$ cat src/rtl/ftf_pkg.sv
package ftf_pkg;

   typedef enum logic {
      DIR_RX = 1'b0,
      DIR_TX = 1'b1
   } trig_dir_e;

   function automatic int unsigned level_entries(input int unsigned depth,
                                                 input logic [2:0] code);
      int unsigned n;
      case (code)
         3'd0:    n = depth / 8;
         3'd1:    n = depth / 4;
         3'd3:    n = (depth * 3) / 4;
         3'd4:    n = (depth * 7) / 8;
         default: n = depth / 2;
      endcase
      return n;
   endfunction

endpackage

$ cat src/rtl/ftf_store.sv
module ftf_store #(
   parameter int unsigned WIDTH = 8,
   parameter int unsigned DEPTH = 16,
   localparam int unsigned AW   = $clog2(DEPTH)
) (
   input  logic             clk,
   input  logic             wr_en,
   input  logic [AW-1:0]    wr_addr,
   input  logic [WIDTH-1:0] wr_data,
   input  logic [AW-1:0]    rd_addr,
   output logic [WIDTH-1:0] rd_data
);

   logic [WIDTH-1:0] mem [DEPTH];

   always_ff @(posedge clk) begin
      if (wr_en) begin
         mem[wr_addr] <= wr_data;
      end
   end

   assign rd_data = mem[rd_addr];

endmodule

$ cat src/rtl/ftf_ctrl.sv
module ftf_ctrl #(
   parameter int unsigned DEPTH = 16,
   localparam int unsigned AW   = $clog2(DEPTH),
   localparam int unsigned CW   = AW + 1
) (
   input  logic          clk,
   input  logic          rst_n,
   input  logic          en,
   input  logic          push,
   input  logic          pop,
   output logic          wr_en,
   output logic [AW-1:0] wr_addr,
   output logic [AW-1:0] rd_addr,
   output logic [CW-1:0] count,
   output logic          empty,
   output logic          full,
   output logic          overrun
);

   localparam logic [CW-1:0] CAP_ON  = CW'(DEPTH);
   localparam logic [CW-1:0] CAP_OFF = CW'(1);

   logic          mode_q;
   logic          flush;
   logic [CW-1:0] cap;
   logic          pop_ok;
   logic          push_ok;
   logic          drop;
   logic [AW-1:0] wptr_q;
   logic [AW-1:0] rptr_q;
   logic [CW-1:0] cnt_q;
   logic          ovr_q;

   assign flush   = (en != mode_q);
   assign cap     = mode_q ? CAP_ON : CAP_OFF;
   assign empty   = (cnt_q == '0);
   assign full    = (cnt_q == cap);
   assign pop_ok  = pop & ~empty & ~flush;
   assign push_ok = push & ~flush & (~full | pop_ok);
   assign drop    = push & ~flush & ~push_ok;

   always_ff @(posedge clk) begin
      if (!rst_n) begin
         mode_q <= 1'b0;
         wptr_q <= '0;
         rptr_q <= '0;
         cnt_q  <= '0;
         ovr_q  <= 1'b0;
      end else begin
         mode_q <= en;
         if (drop) begin
            ovr_q <= 1'b1;
         end
         if (flush) begin
            wptr_q <= '0;
            rptr_q <= '0;
            cnt_q  <= '0;
         end else begin
            if (push_ok) begin
               wptr_q <= wptr_q + 1'b1;
            end
            if (pop_ok) begin
               rptr_q <= rptr_q + 1'b1;
            end
            case ({push_ok, pop_ok})
               2'b10:   cnt_q <= cnt_q + 1'b1;
               2'b01:   cnt_q <= cnt_q - 1'b1;
               default: cnt_q <= cnt_q;
            endcase
         end
      end
   end

   assign wr_en   = push_ok;
   assign wr_addr = wptr_q;
   assign rd_addr = rptr_q;
   assign count   = cnt_q;
   assign overrun = ovr_q;

   a_r1_reset_state: assert property (@(posedge clk) disable iff (!rst_n)
      $past(!rst_n) |-> (empty && !full && !overrun && !mode_q));

   a_r2_single_entry: assert property (@(posedge clk) disable iff (!rst_n)
      !mode_q |-> (cnt_q <= CW'(1)));

   a_r3_no_overflow: assert property (@(posedge clk) disable iff (!rst_n)
      cnt_q <= CAP_ON);

   a_r5_drop_keeps: assert property (@(posedge clk) disable iff (!rst_n)
      (full && push && !pop && !flush) |=> (overrun && full && $stable(wptr_q)));

   a_r5_sticky: assert property (@(posedge clk) disable iff (!rst_n)
      overrun |=> overrun);

   a_r6_empty_pop: assert property (@(posedge clk) disable iff (!rst_n)
      (empty && pop && !push && !flush) |=> (empty && $stable(rptr_q)));

   a_r7_flush: assert property (@(posedge clk) disable iff (!rst_n)
      flush |=> (empty && (mode_q == $past(en))));

   a_r10_both_full: assert property (@(posedge clk) disable iff (!rst_n)
      (full && push && pop && !flush) |=> full);

endmodule

$ cat src/rtl/ftf_trigger.sv
module ftf_trigger
   import ftf_pkg::*;
#(
   parameter int unsigned DEPTH = 16,
   parameter trig_dir_e   DIR   = DIR_RX,
   localparam int unsigned CW   = $clog2(DEPTH) + 1
) (
   input  logic [CW-1:0] count,
   input  logic [2:0]    lvl_sel,
   output logic          trig
);

   logic [CW-1:0] thr;

   always_comb begin
      thr = CW'(level_entries(DEPTH, lvl_sel));
   end

   generate
      if (DIR == DIR_RX) begin : g_rx
         assign trig = (count >= thr);
      end else begin : g_tx
         assign trig = (count <= thr);
      end
   endgenerate

   // alias codes must land on the half threshold
   a_r8_alias: assert final ((lvl_sel < 3'd5) || (thr == CW'(DEPTH / 2)));

endmodule

$ cat src/rtl/fill_trigger_fifo.sv
module fill_trigger_fifo
   import ftf_pkg::*;
#(
   parameter int unsigned WIDTH = 8,
   parameter int unsigned DEPTH = 16,
   parameter trig_dir_e   DIR   = DIR_RX,
   localparam int unsigned AW   = $clog2(DEPTH),
   localparam int unsigned CW   = AW + 1
) (
   input  logic             clk,
   input  logic             rst_n,
   input  logic             en,
   input  logic             push,
   input  logic             pop,
   input  logic [WIDTH-1:0] wdata,
   input  logic [2:0]       lvl_sel,
   output logic [WIDTH-1:0] rdata,
   output logic             empty,
   output logic             full,
   output logic             overrun,
   output logic             trig
);

   initial begin
      assert (WIDTH >= 1);
      assert (DEPTH >= 8);
      assert ((1 << AW) == DEPTH);
   end

   logic          wr_en;
   logic [AW-1:0] wr_addr;
   logic [AW-1:0] rd_addr;
   logic [CW-1:0] count;

   ftf_ctrl #(.DEPTH(DEPTH)) u_ctrl (
      .clk     (clk),
      .rst_n   (rst_n),
      .en      (en),
      .push    (push),
      .pop     (pop),
      .wr_en   (wr_en),
      .wr_addr (wr_addr),
      .rd_addr (rd_addr),
      .count   (count),
      .empty   (empty),
      .full    (full),
      .overrun (overrun)
   );

   ftf_store #(.WIDTH(WIDTH), .DEPTH(DEPTH)) u_store (
      .clk     (clk),
      .wr_en   (wr_en),
      .wr_addr (wr_addr),
      .wr_data (wdata),
      .rd_addr (rd_addr),
      .rd_data (rdata)
   );

   ftf_trigger #(.DEPTH(DEPTH), .DIR(DIR)) u_trig (
      .count   (count),
      .lvl_sel (lvl_sel),
      .trig    (trig)
   );

endmodule

$ cat config.mk
export PLATFORM = sky130hd
export DESIGN_NAME = fill_trigger_fifo
export DESIGN_NICKNAME = d
export VERILOG_FILES = /design/src/rtl/ftf_pkg.sv /design/src/rtl/ftf_store.sv /design/src/rtl/ftf_ctrl.sv /design/src/rtl/ftf_trigger.sv /design/src/rtl/fill_trigger_fifo.sv
export SDC_FILE = /design/constraint.sdc
export NUM_CORES = 1
export LEC_CHECK = 0
export ABC_AREA = 1
export BUFFER_PORTS_ARGS = -buffer_cell sky130_fd_sc_hd__clkbuf_2
export CAP_MARGIN = 20
export CORE_AREA = 2 2 105 107
export CTS_CLUSTER_DIAMETER = 50
export DETAILED_ROUTE_END_ITERATION = 12
export DIE_AREA = 0 0 107 109
export PLACE_DENSITY = 0.85
export SKIP_CTS_REPAIR_TIMING = 1
export SLEW_MARGIN = 20
export SYNTH_ARGS = -nofsm -noshare
export SYNTH_HDL_FRONTEND = slang
export SYNTH_HIERARCHICAL = 1
export SYNTH_SLANG_ARGS = --single-unit
$ cat constraint.sdc
create_clock -name clk -period 5.05 [get_ports clk]
set_clock_uncertainty 0.15 [all_clocks]
set_input_delay 0.2525 -clock clk [delete_from_list [all_inputs] [get_ports clk]]
set_output_delay 0.2525 -clock clk [all_outputs]
set_load 0.02 [all_outputs]
==> Word level (Yosys, flattened, before mapping) <==
Memory sizes are Yosys's and may differ from the RTL's. A register that Yosys moved wholly into a read port is not among the register bits.
Index checks and enable logic that the tools add are counted.
{ "totals": {"ff_bits": 15, "word_cells": 40, "latch_bits": 0, "ramBits": 128, "mem_bits_ro": 0, "memories": 1} }
{ "memory_table": {"columns": ["memory", "depth", "width", "rd", "rd_ports_with_merged_regs", "write_ports", "line_no", "source"], "rows": [
  ["u_store.mem", 16, 8, 1, 1, 1, "ftf_store.sv:14", "logic [WIDTH-1:0] mem [DEPTH];"]
]} }
{ "op_classes": {"n_eq_ne": 7, "bitwise_logic": 11, "n_div": 0, "shifts": 0, "add_sub_neg": 4, "mul": 0, "mux": 7, "n_lt_le_gt_ge": 1, "reduce_logical": 4} }
{ "op_table": {"columns": ["cell", "count"], "rows": [
  ["$pmux W4 S4", 1],
  ["$pmux W5 S2", 1],
  ["$add A4 B1 Y4 const B", 2],
  ["$mux W4", 2],
  ["$add A5 B1 Y5 const B", 1],
  ["$and A1 B1 Y1", 5],
  ["$eq A5 B5 Y1", 1],
  ["$ge A5 B4 Y1", 1],
  ["$logic_not A5 Y1", 1],
  ["$mux W5", 1],
  ["$not A1 Y1", 5],
  ["$sub A5 B1 Y5 const B", 1],
  ["$eq A3 B1 Y1 const B", 1],
  ["$eq A3 B2 Y1 const B", 1],
  ["$eq A3 B3 Y1 const B", 1],
  ["$logic_not A3 Y1", 1],
  ["$eq A2 B1 Y1 const B", 1],
  ["$eq A2 B2 Y1 const B", 1],
  ["$mux W1", 2],
  ["$reduce_bool A2 Y1", 1],
  ["$reduce_or A2 Y1", 1],
  ["$ne A1 B1 Y1", 1],
  ["$or A1 B1 Y1", 1]
]} }

==> Logic depth before layout (Yosys ltp) <==
Gate-level depths: netlist of the first run.
{ "logic_depth": {"depth_word": 8, "ltp_mapped": 15, "depth_no_buf": 15} }

==> By module <==
Netlist of the first run, hierarchy kept.
{ "modules_own_cells": {"columns": ["mod", "cells_per_inst", "area_per_inst_um2", "instances"], "rows": [
  ["ftf_store", 543, 5606.6, 1],
  ["ftf_ctrl", 121, 924.6, 1],
  ["ftf_trigger", 19, 100.1, 1]
]} }

==> Worst setup path after synthesis of the first run <==
Ideal clock, no wire load.
{ "synth_timing": {"path_type": "flip-flop to flip-flop", "from": "register u_ctrl.cnt_q[0], in the netlist u_ctrl/count[0]", "to": "memory u_store.mem[4][0] (enable)", "path_buffers": 0, "path_slack_ns": 3.005, "arrival_ns": 1.525, "synth_period_minus_slack_ns": 2.045, "t_required_ns": 4.530, "stages_incl_launch_ff": 11, "path_cell_list": "dfxtp_1 > inv_1 > nand3_1 > nand2_1 > nand2_2 > inv_2 > nand2_4 > nand2_4 > clkinv_4 > nand3b_1 > nor2_1"} }
{ "synth_via": {"word_cells_on_any_way": 10} }
{ "synth_rtl": {"columns": ["item", "line_no", "source"], "rows": [
  ["start, declared", "ftf_ctrl.sv:31", "logic [CW-1:0] cnt_q;"],
  ["start signal, assigned", "ftf_ctrl.sv:66", "2'b10: cnt_q <= cnt_q + 1'b1;"],
  ["start signal, assigned", "ftf_ctrl.sv:67", "2'b01: cnt_q <= cnt_q - 1'b1;"],
  ["start signal, assigned", "ftf_ctrl.sv:68", "default: cnt_q <= cnt_q;"],
  ["$eq A5 B5 Y1", "ftf_ctrl.sv:37", "assign full = (cnt_q == cap);"],
  ["named net full", "fill_trigger_fifo.sv:19", "output logic full,"],
  ["$not A1 Y1", "ftf_ctrl.sv:39", "assign push_ok = push & ~flush & (~full | pop_ok);"],
  ["$or A1 B1 Y1", "ftf_ctrl.sv:39", null],
  ["$and A1 B1 Y1", "ftf_ctrl.sv:39", null],
  ["named net wr_en", "fill_trigger_fifo.sv:30", "logic wr_en;"],
  ["$mux W1", "ftf_store.sv:17", "if (wr_en) begin"],
  ["$mux W1 (implied by the code)", "ftf_store.sv:18", "mem[wr_addr] <= wr_data;"],
  ["end, declared", "ftf_store.sv:14", null]
]} }
The timed path passes the listed nets, and every way through them passes these cells.

==> reports/metrics.csv, run 1 <==
stage,metric,value,unit
pwr,Tot Pwr,2620,uW
sta,Max Freq,334,MHz
pwr,sw power,586,uW
route,Avg WL per Cell,17.1,um
pwr,switch share,0.224,
route,met1 wire length,5650,um
route,metal3 WL,1470,um
synthesis,Yosys cell types,29,
cts,clk_lat worst skew,520,ps
die,die area,0.0117,mm2
flow_run,maxcap violations,0,
global_routing,GR Util All Layers,0.266,
cts,CTS HTree Levels,4,
synthesis,Seq cells post-synth,143,
pwr,Gate power share,0.044,
layout,number of fill cells,714,
sta,fin. max-slew vios,0,
sta,Setup-failing EPs final,0,
worst_hold_path,worst hold path type,in -> reg,
pwr,Lkg Pwr,0.00322,uW
pwr,sequential share of power,0.496,
route,Remaining DRCs,0,
critical_path,Worst setup EP type,primary output,
global_routing,global route overflow,0,
synthesis,register area share after synthesis,0.625,
die,die height,109,um
pwr,Pwr per Cell Area,354,mW/mm2
cts,Root Driver,clkbuf_8,
synthesis,Mapped Cells,683,
pwr,cell internal pwr,2040,uW
global_routing,antenna violations before repair,0,
die,Die Width,107,um
route,Top Layer Used,met4,
route,DR iter-0 viols,561,
cts,number of buffers created by CTS,17,
place,RD Place Congestion,0.830,
pwr,Peak supply drop,0.000250,V
sta,unrepaired setup endpoints after global routing,false,
place,Detail Placement HPWL,8700,um
critical_path,critical path peak fanout,20,
layout,Layout Area Growth over Synthesis,11.7,%
die,row count,38,
critical_path,critical path required time,4650,ps
route,DRT Pass-1 Iters,6,
global_routing,first-pass GRT wire length,23100,um
route,final wirelength,14700,um
route,number of vias per cell,5.60,
place,PortBufs,27,
synthesis,Syn. warnings,6,
synthesis,"Cell Area, Synth",0.00663,mm2
die,initial core utilization,0.625,
die,Core Footprint,0.0106,mm2
critical_path,Arrival @ worst endpoint,2590,ps
sta,TNS Setup,0,ps
global_routing,largest net degree at the start of global routing,68,
layout,# nets final,735,
sta,Fin. Hold Viols,0,
cts,deepest clock path buffer count,2,
cts,Clock Pin Slew Worst Setup and Hold Paths,60,ps
pwr,clock share of power,0.460,
global_routing,vias in the first global route,4677,
critical_path,Setup Crit Path Kind,reg -> out,
sta,worst relative slew slack,0.439,
route,remaining antenna violation count,0,
cts,clk sinks,143,
die,num ports,28,
cts,CTS tree,built,
synthesis,Post-Syn Nets,708,
route,met2 wire length,7140,um
sta,Worst Max-Slew Pin Slew,839,ps
sta,Final Cycle Share,0.593,
layout,layout cells sized above 1,0.119,
run_status,outcome,"finished, final reports clean",
route,via count,4834,
critical_path,Worst setup SP type,flop,
synthesis,Mapped Avg Cell Area,9.71,um2
sta,Min Hold Slack,29.6,ps
sta,Period minus WS final,2990,ps
layout,antenna cells,0,
## placed cells by master (no fill, tap or decap), drive strengths merged, types with 3 or more instances in the layout
| cell | n |
|---|---|
| buf | 3 |
| nand3b | 3 |
| dfxtp | 15 |
| nand2 | 210 |
| clkinv | 6 |
| clkbuf | 44 |
| edfxtp | 128 |
| ha | 8 |
| nand3 | 112 |
| nor2 | 33 |
| o21ai | 6 |
| xor2 | 3 |
| a21oi | 11 |
| clkinvlp | 6 |
| inv | 128 |
## power by group through the flow
stage | registers [uW] | logic [uW] | clock network (uW)
after floorplan | 1330 | 67.0 | 0
after global placement | 1330 | 107 | 0
after detailed placement | 1330 | 111 | 0
after CTS | 1300 | 112 | 1210
after global routing | 1300 | 126 | 1270
final | 1300 | 115 | 1210
## registers in the layout, indices dropped and copies added, names as in the netlist
| register | count |
|---|---|
| u_ctrl/wr_addr | 4 |
| u_ctrl/count | 5 |
| u_ctrl/mode_q | 1 |
| u_ctrl/overrun | 1 |
| u_store/mem | 128 |
| u_ctrl/rd_addr | 4 |
## worst paths after layout
kind | start | end | slack [ps] | cells past startpoint
max | u_ctrl/rd_addr[2]$_SDFFE_PP0P_ | rdata[3] | 2060 | 5
min | push | u_ctrl/overrun$_SDFFE_PN0P_ | 30 | 5
max reg2reg | u_ctrl/count[0]$_SDFFE_PP0P_ | u_store/mem[6][4]$_DFFE_PP_ | 2640 | 10
min reg2reg | u_ctrl/overrun$_SDFFE_PN0P_ | u_ctrl/overrun$_SDFFE_PN0P_ | 300 | 2
## kinds of logic (layout without fill, tap and decap cells)
family / after synthesis / after routing / synth area share
fa+ha+maj: 9 / 9 / 0.0181
flops: 143 / 143 / 0.625
simple gates: 359 / 359 / 0.241
xor+xnor: 4 / 4 / 0.00528
buf+inv: 151 / 191 / 0.0977
compound gates: 17 / 17 / 0.0128
## per-layer routing
layer	track usage	vias up
li1	-	2252
met1	0.339	2232
met2	0.428	302
met3	0.0675	48
met4	0.128	0
met5	0	-
## per-stage QoR
step                       util  instances  worst slack, ps  area (um2)
after floorplan               -        683             3000        6630
after global routing      0.699        863             1950        7410
after CTS                 0.695        860             2130        7370
final                     0.699        863             2060        7410
after global placement    0.641        828             2720        6790
after detailed placement  0.641        828             2660        6790
## worst max-delay path, cell delays in order (launching register included)
cell      delay [ps]
dfxtp_1          850
inv_1            530
nand3_1          270
nand3_1          120
nand2_1          100
clkbuf_2         180
## Yosys cell counts
library cell	n	share of area
buf_6	6	0.010
dfxtp_1	15	0.045
fa_1	1	0.0030
clkinv_1	1	0.00057
nor2_1	29	0.016
xnor2_1	1	0.0013
inv_1	121	0.068
ha_1	8	0.015
a21oi_1	11	0.0083
nand2_2	7	0.0066
nand2_4	4	0.0068
nor2_8	1	0.0030
nor3_1	1	0.00075
nor2_2	2	0.0019
nor2_4	1	0.0017
o21ai_0	3	0.0023
nand3_2	2	0.0030
inv_2	4	0.0023
nand3_4	1	0.0026
buf_4	4	0.0045
xor2_1	3	0.0040
buf_2	13	0.0098
nand3_1	109	0.082
buf_1	1	0.00057
clkinv_4	1	0.0013
edfxtp_1	128	0.58
nand2_1	199	0.11
o21ai_1	3	0.0023
nand3b_1	3	0.0034
## layout make-up
class / count / area [um2] / share of cell area
timing repair buffer: 32 / 190 / 0.0257
multi-input combinational: 389 / 1840 / 0.248
tap: 140 / 175 / 0.0236
inverter: 127 / 482 / 0.0650
clock buffer: 17 / 414 / 0.0559
clock inverter: 15 / 163 / 0.0220
sequential: 143 / 4150 / 0.560
(Power assumes the default switching activity.)
==> run 2: changes to the inputs <==
--- a/config.mk
+++ b/config.mk
@@ -8,11 +8,11 @@
 export ABC_AREA = 1
 export BUFFER_PORTS_ARGS = -buffer_cell sky130_fd_sc_hd__clkbuf_2
 export CAP_MARGIN = 20
-export CORE_AREA = 2 2 105 107
+export CORE_AREA = 2 2 113 115
 export CTS_CLUSTER_DIAMETER = 50
 export DETAILED_ROUTE_END_ITERATION = 12
-export DIE_AREA = 0 0 107 109
-export PLACE_DENSITY = 0.85
+export DIE_AREA = 0 0 115 117
+export PLACE_DENSITY = 0.78
 export SKIP_CTS_REPAIR_TIMING = 1
 export SLEW_MARGIN = 20
 export SYNTH_ARGS = -nofsm -noshare
==> constraint.sdc (replaced) <==
create_clock -name clk -period 2.43 [get_ports clk]
set_clock_uncertainty 0.15 [all_clocks]
set_input_delay 0.1215 -clock clk [delete_from_list [all_inputs] [get_ports clk]]
set_output_delay 0.1215 -clock clk [all_outputs]
set_load 0.02 [all_outputs]
==> reports/metrics.csv, run 2 (synthesis gave the netlist of run 1 again) <==
stage,metric,value,unit,change
critical_path,critical path peak fanout,67,,+240%
layout,max reg flops,128,,unchanged
critical_path,critical path's largest stage delay,360,ps,-490 ps
critical_path,critical path required time,2160,ps,-2490 ps
critical_path,Arrival @ worst endpoint,2010,ps,-580 ps
layout,Layout Area Growth over Synthesis,14.8,%,
place,RD Place Congestion,0.872,,+5.1%
place,Detail Placement HPWL,8780,um,+0.93%
die,row count,41,,+7.9%
sta,Max Freq,439,MHz,
run_status,outcome,"finished, final reports clean",,
cts,CTS HTree Levels,4,,unchanged
die,die area,0.0135,mm2,+15%
cts,Clock Pin Slew Worst Setup and Hold Paths,60,ps,about the same
die,Die Width,115,um,+7.5%
layout,# nets final,756,,+2.9%
cts,CTS tree,built,,
die,initial core utilization,0.539,,-0.0868
global_routing,vias in the first global route,4544,,-2.8%
layout,Biggest register,u_store/mem,,
route,DRT Pass-1 Iters,5,,-1
route,DR iter-0 viols,594,,+5.9%
global_routing,antenna violations before repair,0,,unchanged
layout,"commonest non-fill, non-tap cell in the layout",nand2_1,,
layout,layout cells sized above 1,0.144,,+0.0249
place,Placed Instances,860,,+3.9%
sta,Setup-failing EPs final,0,,unchanged
sta,Period minus WS final,2280,ps,
route,final wirelength,14500,um,-1.2%
layout,Non-Filler Instances,894,,+3.6%
sta,Final Cycle Share,0.938,,
pwr,Peak supply drop,0.000373,V,+49%
global_routing,GR Util All Layers,0.227,,-0.0385
sta,Worst Max-Slew Pin Slew,648,ps,-191 ps
layout,Top Registers,"u_store/mem (128), u_ctrl/count (5)",,
layout,antenna cells,0,,unchanged
pwr,Pwr per Cell Area,727,mW/mm2,+110%
route,Remaining DRCs,0,,unchanged
route,number of vias per cell,5.41,,-3.4%
sta,unrepaired setup endpoints after global routing,false,,
die,Core Footprint,0.0123,mm2,+16%
layout,"commonest non-fill, non-tap cells in the layout","199 x nand2_1, 128 x edfxtp_1, 121 x inv_1, 109 x nand3_1, 28 x nor2_1",,
critical_path,"delay-heaviest family, CP",simple AND/OR/NAND/NOR gates,,
route,remaining antenna violation count,0,,unchanged
critical_path,Setup Crit Path Kind,reg -> out,,
global_routing,global route overflow,0,,unchanged
place,PortBufs,27,,unchanged
route,via count,4837,,+0.062%
critical_path,Worst setup SP type,flop,,
critical_path,WP buf/inv,2,,unchanged
die,num ports,28,,unchanged
cts,clk_lat worst skew,420,ps,-100 ps
sta,TNS Setup,0,ps,unchanged
cts,clk sinks,143,,unchanged
sta,Fin. Hold Viols,0,,unchanged
cts,deepest clock path buffer count,2,,unchanged
critical_path,Slowest cell on crit path,dfxtp_2,,
critical_path,Critical Path Most Common Cell,nand2_1,,
sta,worst relative slew slack,0.567,,+0.129
sta,fin. max-slew vios,0,,unchanged
global_routing,first-pass GRT wire length,22800,um,-1.4%
cts,Root Driver,clkbuf_16,,
global_routing,largest net degree at the start of global routing,68,,unchanged
pwr,Lkg Pwr,0.00335,uW,+4.0%
route,Avg WL per Cell,16.3,um,-4.6%
critical_path,Worst setup EP type,primary output,,
worst_hold_path,worst hold path type,in -> reg,,
critical_path,crit-path cells,buf_8 > nand2_1 > nand2_1 > nand2_1 > nand3_1 > nand3_1 > nand2_1 > clkbuf_2,,
flow_run,maxcap violations,0,,unchanged
die,die height,117,um,+7.3%
cts,number of buffers created by CTS,17,,unchanged
[run 2: final timing paths]
| path | start | cells after the start | slack, ps | end |
|---|---|---|---|---|
| max | u_ctrl/rd_addr[0]$_SDFFE_PP0P_ | 8 | 150 | rdata[7] |
| min | wdata[2] | 1 | 20 | u_store/mem[14][2]$_DFFE_PP_ |
| min reg2reg | u_ctrl/overrun$_SDFFE_PN0P_ | 2 | 310 | u_ctrl/overrun$_SDFFE_PN0P_ |
| max reg2reg | u_ctrl/count[0]$_SDFFE_PP0P_ | 13 | 180 | u_ctrl/count[4]$_SDFFE_PP0P_ |
[run 2: stage by stage]
step	hold WS [ps]	setup slack [ps]	utilization	power (uW)	instance area (um2)
finish	20.7	150	0.618	5530	7610
global route	40.5	29.5	0.618	5680	7610
CTS	-264	11.4	0.616	5560	7580
detailed placement	178	167	0.567	2990	6980
global placement	173	240	0.567	2980	6980
floorplan	65.0	385	-	2890	6630
[run 2: final cells by class]
cell class | instances | area, um2
inverters | 127 | 484
well taps | 150 | 188
repair buffers | 53 | 355
clock inverters | 15 | 171
clock buffers | 17 | 425
flip-flops and latches | 143 | 4150
multi-input cells | 389 | 1840
fillers | 960 | 4700
[run 2: power breakdown]
group / internal (uW) / switching (uW)
sequential: 2690 / 10.7
combinational: 69.1 / 169
clock: 1600 / 988
[run 2: metal layers]
layer  GRT usage  routed length (um)
met1       0.285                5990
met2       0.382                7230
met3      0.0587                1070
met4      0.0859                 255
met5           0                   0
